## src/rtl/mtc_pkg.sv

```systemverilog
package mtc_pkg;

   // bus_size encoding: log2 of the byte count
   typedef enum logic [1:0] {
      SZ_1 = 2'd0,
      SZ_2 = 2'd1,
      SZ_4 = 2'd2,
      SZ_8 = 2'd3
   } mtc_size_e;

   typedef enum logic [1:0] {
      HIT_NONE = 2'd0,
      HIT_CMP  = 2'd1,
      HIT_TIME = 2'd2
   } mtc_hit_e;

   typedef enum logic [1:0] {
      PART_NONE = 2'd0,
      PART_LO   = 2'd1,
      PART_HI   = 2'd2,
      PART_FULL = 2'd3
   } mtc_part_e;

   localparam int unsigned HALF_W = 32;
   localparam int unsigned WORD_W = 2 * HALF_W;

endpackage

```

## src/rtl/mtc_decode.sv

```systemverilog
module mtc_decode
   import mtc_pkg::*;
#(
   parameter int unsigned ADDR_W    = 12,
   parameter int unsigned NUM_HARTS = 4,
   parameter int unsigned CMP_BASE  = 'h100,
   parameter int unsigned TIME_BASE = 'h040,
   parameter int unsigned IDX_W     = 2
) (
   input  logic [ADDR_W-1:0] addr,
   input  logic [1:0]        size,
   output mtc_hit_e          hit,
   output mtc_part_e         part,
   output logic [IDX_W-1:0]  slot,
   output logic              size_ok
);

   localparam logic [ADDR_W-1:0] CMP_A  = ADDR_W'(CMP_BASE);
   localparam logic [ADDR_W-1:0] TIME_A = ADDR_W'(TIME_BASE);
   localparam logic [ADDR_W:0]   SPAN   = (ADDR_W+1)'(NUM_HARTS * 8);

   logic [ADDR_W-1:0] rel;
   logic [2:0]        byte_off;
   logic              in_cmp;
   logic              in_time;

   assign rel      = addr - CMP_A;
   assign byte_off = addr[2:0];
   assign in_cmp   = (addr >= CMP_A) && ({1'b0, rel} < SPAN);
   assign in_time  = (addr[ADDR_W-1:3] == TIME_A[ADDR_W-1:3]);
   assign size_ok  = (size == SZ_4) || (size == SZ_8);

   generate
      if (NUM_HARTS == 1) begin : g_single
         assign slot = '0;
      end else begin : g_multi
         assign slot = rel[IDX_W+2:3];
      end
   endgenerate

   always_comb begin
      part = PART_NONE;
      unique case (size)
         SZ_4: begin
            if (byte_off == 3'd0)      part = PART_LO;
            else if (byte_off == 3'd4) part = PART_HI;
         end
         SZ_8: begin
            if (byte_off == 3'd0)      part = PART_FULL;
         end
         default: part = PART_NONE;
      endcase
   end

   always_comb begin
      hit = HIT_NONE;
      if (part != PART_NONE) begin
         if (in_cmp)       hit = HIT_CMP;
         else if (in_time) hit = HIT_TIME;
      end
   end

   // an address decoded as a compare hit always names an existing slot
   always_comb begin
      if (hit == HIT_CMP) begin
         assert (int'(slot) < NUM_HARTS) else $error("AST_SLOT_RANGE");
      end
   end

endmodule

```

## src/rtl/mtc_timebase.sv

```systemverilog
module mtc_timebase
   import mtc_pkg::*;
(
   input  logic              clk,
   input  logic              rst_n,
   input  logic              tick,
   output logic [WORD_W-1:0] time_q
);

   always_ff @(posedge clk or negedge rst_n) begin
      if (!rst_n)    time_q <= '0;
      else if (tick) time_q <= time_q + 1'b1;
   end

   AST_TIME_HOLD: assert property (@(posedge clk) disable iff (!rst_n)
      !tick |=> $stable(time_q));

   AST_TIME_STEP: assert property (@(posedge clk) disable iff (!rst_n)
      tick |=> (time_q == $past(time_q) + 64'd1));

endmodule

```

## src/rtl/mtc_cmp_slot.sv

```systemverilog
module mtc_cmp_slot
   import mtc_pkg::*;
(
   input  logic              clk,
   input  logic              rst_n,
   input  logic              lo_we,
   input  logic              hi_we,
   input  logic [HALF_W-1:0] lo_d,
   input  logic [HALF_W-1:0] hi_d,
   input  logic [WORD_W-1:0] time_now,
   output logic [WORD_W-1:0] cmp_q,
   output logic              irq
);

   always_ff @(posedge clk or negedge rst_n) begin
      if (!rst_n) begin
         cmp_q <= '0;
      end else begin
         if (lo_we) cmp_q[HALF_W-1:0]      <= lo_d;
         if (hi_we) cmp_q[WORD_W-1:HALF_W] <= hi_d;
      end
   end

   // level output from stored state: no extra stage after a write
   assign irq = (cmp_q <= time_now);

   AST_HALF_KEEP_HI: assert property (@(posedge clk) disable iff (!rst_n)
      (lo_we && !hi_we) |=> $stable(cmp_q[WORD_W-1:HALF_W]));

   AST_HALF_KEEP_LO: assert property (@(posedge clk) disable iff (!rst_n)
      (hi_we && !lo_we) |=> $stable(cmp_q[HALF_W-1:0]));

   AST_PAST_WRITE_FIRES: assert property (@(posedge clk) disable iff (!rst_n)
      (lo_we && hi_we && ({hi_d, lo_d} <= time_now) && (time_now != '1)) |=> irq);

   AST_IRQ_DROP_CAUSE: assert property (@(posedge clk) disable iff (!rst_n)
      $fell(irq) |-> ($past(lo_we || hi_we) || (time_now < $past(time_now))));

endmodule

```

## src/rtl/mtimer_cmp_top.sv

```systemverilog
module mtimer_cmp_top
   import mtc_pkg::*;
#(
   parameter int unsigned NUM_HARTS  = 4,
   parameter int unsigned FIRST_HART = 0,
   parameter int unsigned ADDR_W     = 12,
   parameter int unsigned CMP_BASE   = 'h100,
   parameter int unsigned TIME_BASE  = 'h040
) (
   input  logic                 clk,
   input  logic                 rst_n,
   input  logic                 tick,
   input  logic                 bus_sel,
   input  logic                 bus_we,
   input  logic [ADDR_W-1:0]    bus_addr,
   input  logic [1:0]           bus_size,
   input  logic [63:0]          bus_wdata,
   output logic [63:0]          bus_rdata,
   output logic                 bus_err,
   output logic [NUM_HARTS-1:0] irq
);

   localparam int unsigned IDX_W    = (NUM_HARTS > 1) ? $clog2(NUM_HARTS) : 1;
   localparam int unsigned CMP_SPAN = NUM_HARTS * 8;

   // elaboration-time parameter checks
   generate
      if (NUM_HARTS < 1)
         $error("NUM_HARTS must be at least 1");
      if ((CMP_BASE % 8) != 0)
         $error("CMP_BASE must be 8-byte aligned");
      if ((TIME_BASE % 8) != 0)
         $error("TIME_BASE must be 8-byte aligned");
      if (ADDR_W < IDX_W + 3 || ADDR_W > 31)
         $error("ADDR_W out of range");
      if (CMP_BASE + CMP_SPAN > (1 << ADDR_W))
         $error("compare window exceeds address space");
      if (TIME_BASE + 8 > (1 << ADDR_W))
         $error("time window exceeds address space");
      if (TIME_BASE + 8 > CMP_BASE && TIME_BASE < CMP_BASE + CMP_SPAN)
         $error("time window overlaps compare window");
      if (FIRST_HART + NUM_HARTS > 4096)
         $error("hart numbering out of range");
   endgenerate

   mtc_hit_e          hit;
   mtc_part_e         part;
   logic [IDX_W-1:0]  slot;
   logic              size_ok;
   logic [WORD_W-1:0] time_q;
   logic [WORD_W-1:0] cmp_arr [NUM_HARTS];
   logic [WORD_W-1:0] cmp_pick;
   logic [WORD_W-1:0] src;
   logic              wr_cmp;

   mtc_decode #(
      .ADDR_W    (ADDR_W),
      .NUM_HARTS (NUM_HARTS),
      .CMP_BASE  (CMP_BASE),
      .TIME_BASE (TIME_BASE),
      .IDX_W     (IDX_W)
   ) u_decode (
      .addr    (bus_addr),
      .size    (bus_size),
      .hit     (hit),
      .part    (part),
      .slot    (slot),
      .size_ok (size_ok)
   );

   mtc_timebase u_timebase (
      .clk    (clk),
      .rst_n  (rst_n),
      .tick   (tick),
      .time_q (time_q)
   );

   assign wr_cmp = bus_sel && bus_we && (hit == HIT_CMP);

   generate
      for (genvar i = 0; i < NUM_HARTS; i++) begin : g_slot
         logic              here;
         logic              lo_we;
         logic              hi_we;
         logic [HALF_W-1:0] hi_d;

         assign here  = wr_cmp && (slot == IDX_W'(i));
         assign lo_we = here && ((part == PART_LO) || (part == PART_FULL));
         assign hi_we = here && ((part == PART_HI) || (part == PART_FULL));
         assign hi_d  = (part == PART_FULL) ? bus_wdata[WORD_W-1:HALF_W]
                                            : bus_wdata[HALF_W-1:0];

         mtc_cmp_slot u_slot (
            .clk      (clk),
            .rst_n    (rst_n),
            .lo_we    (lo_we),
            .hi_we    (hi_we),
            .lo_d     (bus_wdata[HALF_W-1:0]),
            .hi_d     (hi_d),
            .time_now (time_q),
            .cmp_q    (cmp_arr[i]),
            .irq      (irq[i])
         );

         AST_ERR_FROZEN: assert property (@(posedge clk) disable iff (!rst_n)
            bus_err |=> $stable(cmp_arr[i]));
      end
   endgenerate

   always_comb begin
      cmp_pick = '0;
      for (int k = 0; k < NUM_HARTS; k++) begin
         if (slot == IDX_W'(k)) cmp_pick = cmp_arr[k];
      end
   end

   always_comb begin
      unique case (hit)
         HIT_CMP:  src = cmp_pick;
         HIT_TIME: src = time_q;
         default:  src = '0;
      endcase
   end

   always_comb begin
      bus_rdata = '0;
      if (bus_sel && !bus_we) begin
         unique case (part)
            PART_LO:   bus_rdata = {32'd0, src[HALF_W-1:0]};
            PART_HI:   bus_rdata = {32'd0, src[WORD_W-1:HALF_W]};
            PART_FULL: bus_rdata = src;
            default:   bus_rdata = '0;
         endcase
      end
   end

   assign bus_err = bus_sel && !size_ok;

   AST_ERR_RDZERO: assert property (@(posedge clk) disable iff (!rst_n)
      bus_err |-> (bus_rdata == '0));

   AST_ERR_LEGAL_SIZE: assert property (@(posedge clk) disable iff (!rst_n)
      (bus_sel && bus_size[1]) |-> !bus_err);

   AST_NARROW_UPPER_ZERO: assert property (@(posedge clk) disable iff (!rst_n)
      (bus_sel && !bus_we && bus_size == SZ_4) |-> (bus_rdata[63:32] == 32'd0));

endmodule

```

## config.mk

```make
export PLATFORM = sky130hd
export DESIGN_NAME = mtimer_cmp_top
export DESIGN_NICKNAME = d
export VERILOG_FILES = /design/src/rtl/mtc_pkg.sv /design/src/rtl/mtc_decode.sv /design/src/rtl/mtc_timebase.sv /design/src/rtl/mtc_cmp_slot.sv /design/src/rtl/mtimer_cmp_top.sv
export SDC_FILE = /design/constraint.sdc
export NUM_CORES = 1
export LEC_CHECK = 0
export ABC_AREA = 0
export CAP_MARGIN = 20
export CORE_MARGIN = 4
export CORE_UTILIZATION = 35
export CTS_CLUSTER_SIZE = 28
export DETAILED_ROUTE_END_ITERATION = 16
export GPL_TIMING_DRIVEN = 0
export PLACE_DENSITY = 0.55
export SLEW_MARGIN = 20
export SYNTH_ARGS = -nofsm -noshare
export SYNTH_HDL_FRONTEND = slang
export SYNTH_SLANG_ARGS = --single-unit
```

## constraint.sdc

```tcl
create_clock -name clk -period 6.9 [get_ports clk]
set_clock_uncertainty 0.15 [all_clocks]
set_input_delay 2.07 -clock clk [delete_from_list [all_inputs] [get_ports clk]]
set_output_delay 2.07 -clock clk [all_outputs]
set_load 0.005 [all_outputs]
```

-- Yosys cells after proc, flatten, opt, wreduce, memory -nomap -nowiden
Cells that the tools add are included.
- input bits: 83
- word-level logic and storage cells: 69
- register bits after elaboration: 320
- equal/unequal tests: 12
- mux-type cells: 15
- reductions and logical operators: 25
- add/sub/neg operators: 2
- magnitude comparators: 6
- operators with widths (operator ; number):
    $mux W64 ; 5
    $le A64 B64 Y1 ; 4
    $pmux W64 S3 ; 1
    $pmux W64 S2 ; 1
    $add A64 B1 Y64 const B ; 1
    $mux W32 ; 1
    $logic_and A1 B1 Y1 ; 17
    $eq A2 B2 Y1 const B ; 7
    $ge A12 B9 Y1 const B ; 1
    $lt A12 B6 Y1 const B ; 1
    $mux W2 ; 6
    $sub A12 B9 Y12 const B ; 1
    $eq A9 B4 Y1 const B ; 1
    $eq A2 B1 Y1 const B ; 3
    $pmux W2 S2 ; 1
    $eq A3 B3 Y1 const B ; 1
    $logic_not A3 Y1 ; 1
    $logic_or A1 B1 Y1 ; 3
    $logic_not A1 Y1 ; 2
    $logic_not A2 Y1 ; 1
    $reduce_bool A2 Y1 ; 1

-- Depth between registers and ports, before layout
- word-level depth: 10
- mapped depth: 9

-- By module
A second synthesis with hierarchy kept.
- cells, all modules: 2087
- area, all modules: 22362.7 sq um
- modules (own cells, without submodules) (module ; area an instance (sq um) ; seq. area each (sq um) ; cells an instance ; times used):
    mtc_cmp_slot ; 4012.6 ; 1601.5 ; 366 ; 4
    mtimer_cmp_top ; 3125.5 ; 0.0 ; 325 ; 1
    mtc_timebase ; 3098.0 ; 1601.5 ; 285 ; 1
    mtc_decode ; 88.8 ; 0.0 ; 13 ; 1

-- Worst setup path before layout
OpenSTA, ideal clock, no wires.
- path type: input to output
- start point: input bus_addr[7]
- end point: output bus_rdata[12]
- stages: 8
- path buffers: 2
- data arrival time: 3.985 ns
- slack: 0.695 ns
- required time: 4.680 ns
- path through: or4_4 -> nor4b_4 -> and2_0 -> buf_2 -> buf_1 -> a22oi_1 -> o22a_1 -> nor2_1
- longest elaborated chain between the ends: 9
- elaborated cells on any way between the ends: 13
- classes of those cells: 1 x add/sub; 2 x order compare; 3 x eq/ne; 6 x mux; 1 x reduce/logical
- ends and longest elaborated chain (element ; line ; source):
    start, declared ; mtimer_cmp_top.sv:15 ; input logic [ADDR_W-1:0] bus_addr,
    $sub A12 B9 Y12 ; mtc_decode.sv:27 ; assign rel = addr - CMP_A;
    $lt A12 B6 Y1 ; mtc_decode.sv:29 ; assign in_cmp = (addr >= CMP_A) && ({1'b0, rel} < SPAN);
    $logic_and A1 B1 Y1 ; mtc_decode.sv:29 ;
    $mux W2 * ; mtc_decode.sv:58 ; if (in_cmp) hit = HIT_CMP;
    $mux W2 * ; mtc_decode.sv:57 ; if (part != PART_NONE) begin
    $eq A2 B2 Y1 or $eq A2 B1 Y1 (tied branches) ; - ;
    $pmux W64 S2 * ; mtimer_cmp_top.sv:118 ; unique case (hit)
    $pmux W64 S3 * ; mtimer_cmp_top.sv:128 ; unique case (part)
    $mux W64 * ; mtimer_cmp_top.sv:127 ; if (bus_sel && !bus_we) begin
    end, declared ; mtimer_cmp_top.sv:18 ; output logic [63:0] bus_rdata,
Mark *: on every way between the ends. The rest lies on a longest branch, timed or not.

-- Worst setup path after layout
- start point: input bus_addr[7]
- end point: output bus_rdata[20]
Same word-level chain as after synthesis.

==> impl_metrics.toml <==
[yosys]
async_reset_ff_share_pct = 100
synth_top_area_share_pct = 38.1
ys_seq_area_share_pct = 38.1
syn_area_per_cell_sq_um = 10.5
yosys.area.top_type = "dfrtp_1"
synthTopCellsByArea = "dfrtp_1 (38%), ha_1 (15%), mux4_2 (6.9%), mux2_2 (5.2%), nand2_1 (3.7%)"
yosys_register_bits = 320
synth_nets = 2334
synthCells = 1994
synth_ff_type = "dfrtp_1"
synth.distinct_cells = 67
synth_area_sq_um = 21000
yosys_warnings = 0
synth_edf_count = 0

[route]
drc = 0
initialDrtViolationCount = 1352
vias_per_cell = 5.77
dr_total_vias = 17300
wire_per_inst_um = 25.3
ant_nets = 0
wirelength_um = 75900
drt_pass1_iterations = 5

[floorplanning]
core_area_sq_um = 59200
io-pin-count = 152
fp-row-count = 89
die_h_um = 253
die-area_sq_um = 64100
dieWidth_um = 253
start_util_pct = 35.5

[critical_path]
required_ns = 4.68
crit_family = "simple AND/OR/NAND/NOR gates"
critPathMaxFanout = 10
path_common_cell = "buf_12"
start_kind = "primary input"
crit_type = "primary input to output port"
slowest_delay_ns = 0.43
crit_buf_inv = 4
endpoint_kind = "output port"
slowest_stage = "or4_4"
path_cells = "clkdlybuf4s50_1, or4_4, nor4b_4, and4_4, buf_12, buf_12, a22oi_2, o22a_1, nor2_2, clkdlybuf4s15_2"
critical_path_arrival_ns = 4.62

[clock_network]
clockRootBuffer = "clkbuf_16"
cts_tree = "done"
clkLatencyLatePin_ns = 0.57
clk_pin_slew_ns = 0.06
h-tree-depth = 2
cts_buffers = 39
cts_buffer_depth = 3
cts_hold_buf = 0
cts_sinks = 320

[timing]
rsz0062_at_grt = "yes"
slew_headroom_pct = 30.4
slew_violations = 0
period_needed_ns = 6.84
setup_tns_ns = 0
whs_ns = 0.359
hold_violations = 0
tightestPinTransition_ns = 1.03
setup_violations = 0
fin_crit_sh_pct = 99.2
fmax_ghz = 0.146

[placement]
dp_hpwl_um = 58700
io_buffers = 149
place_congestion = 0.946
dp_cells = 2919

[cells_and_area]
stdcell_count = 2998
final_core_util_pct = 42.8
area_delta_synth_final_pct = 20.6
drive_gt1_share_pct = 18.8
fin_nets = 2540
diodes = 0

[global_route]
grt_overflow = 0
grt.total_usage_pct = 23.5
grt_pass1_vias = 17600
grt_max_degree = 98
grt_pass1_wl_um = 114000
antenna_found_initial = 0

[hold_path]
hold_class = "flip-flop to flip-flop"

[pwr]
power_leakage_uw = 0.0118
ir_drop_v = 0.000128
p_per_area_nw_per_um2 = 179

[job]
cap_violations = 0

[run_status]
outcome = "finished, final reports clean"
## cells by family (layout without fill, tap and decap cells)
family / Yosys count / after routing / synth area share [%]
buffers and inverters: 173 / 404 / 3.59
flip-flops: 320 / 320 / 38.1
AND/OR/NAND/NOR: 525 / 525 / 12.3
AO/OA/AOI/OAI: 433 / 433 / 12.4
adder cells (fa/ha/maj): 257 / 257 / 15.3
multiplexers: 223 / 223 / 15.7
XOR/XNOR: 63 / 63 / 2.62
## Yosys cell counts, types with 31 or more instances
| cell | number |
|---|---|
| clkbuf_1 | 48 |
| a21oi_1 | 107 |
| o21ai_0 | 132 |
| nor2_1 | 100 |
| dfrtp_1 | 320 |
| nand3_1 | 36 |
| ha_1 | 257 |
| mux4_2 | 64 |
| o21ai_1 | 43 |
| mux2_2 | 97 |
| nand4_1 | 72 |
| nand2_1 | 210 |
| mux2i_1 | 32 |
| xnor2_1 | 62 |
| a22oi_1 | 64 |
| o22a_1 | 31 |
| inv_1 | 79 |
## layout by cell type, fill, tap and decap left out, types with 42 or more instances in the layout
master / instances
a21oi_1: 107
clkbuf_1: 43
clkbuf_16: 42
clkdlybuf4s50_1: 77
dfrtp_1: 320
ha_1: 257
inv_1: 79
mux2_2: 97
mux4_2: 64
nand2_1: 210
nand4_1: 72
nor2_1: 83
o21ai_0: 132
o21ai_1: 43
xnor2_1: 62
## path summary, 6_finish.rpt
kind	slack, ns	cells after the start	from	to
max reg2reg	3.54	7	u_timebase.time_q[0]	u_timebase.time_q[61]
max in group asynchronous	4.50	2	rst_n	u_timebase.time_q[58]
max	0.06	10	bus_addr[7]	bus_rdata[20]
min in group asynchronous	1.26	1	rst_n	g_slot[1].u_slot.cmp_q[41]
min reg2reg	0.36	2	g_slot[3].u_slot.cmp_q[43]	g_slot[3].u_slot.cmp_q[43]
min	0.36	2	g_slot[3].u_slot.cmp_q[43]	g_slot[3].u_slot.cmp_q[43]
## worst reg2reg max path: cells and delay by family (launching register included)
family	cells	cell delay, ns
AND/OR/NAND/NOR	5	2.06
flip-flops	1	0.62
buffers and inverters	1	0.30
XOR/XNOR	1	0.15
## sequential cells by signal (all words and copies together) (netlist names)
register and cells:
g_slot.u_slot.cmp_q 256, u_timebase.time_q 64
## per-layer routing
layer	GRT usage (%)	up-vias	share of wire, %
li1	-	7847	-
met1	31.5	8794	43
met2	38.9	538	47
met3	4.68	112	6.4
met4	6.56	0	2.9
met5	0	-	0
## where the power goes
part	total, uW	switching, uW	internal [uW]
Combinational	413	256	156
Clock	2180	852	1330
Sequential	1950	47.3	1900
## timing repair
| action | CTS | global route |
|---|---|---|
| cloned | 2 | 0 |
| gates resized for setup | 251 | 36 |
| buffers inserted | 6 | 6 |
| pin swaps | 26 | 11 |
| setup endpoints to repair | 64 | 32 |
## metrics by stage
step	power [uW]	cell area [sq um]	setup slack, ns
2_1_floorplan	2180	21000	0.695
3_3_place_gp	2380	23500	-10.53
3_5_place_dp	2390	23600	-1.25
4_1_cts	4580	25400	-0.0129
5_1_grt	4700	25400	-0.0390
6_report	4540	25400	0.0565
## area by class of cell
cell class	count	area, sq um
fill	5721	33900
timing repair buffer	166	1610
clock inverter	13	190
multi-input combinational	1501	12500
buffer	93	669
clock buffer	53	1130
inverter	79	297
tap	773	967
sequential	320	8010
(Power assumes the default switching activity.)
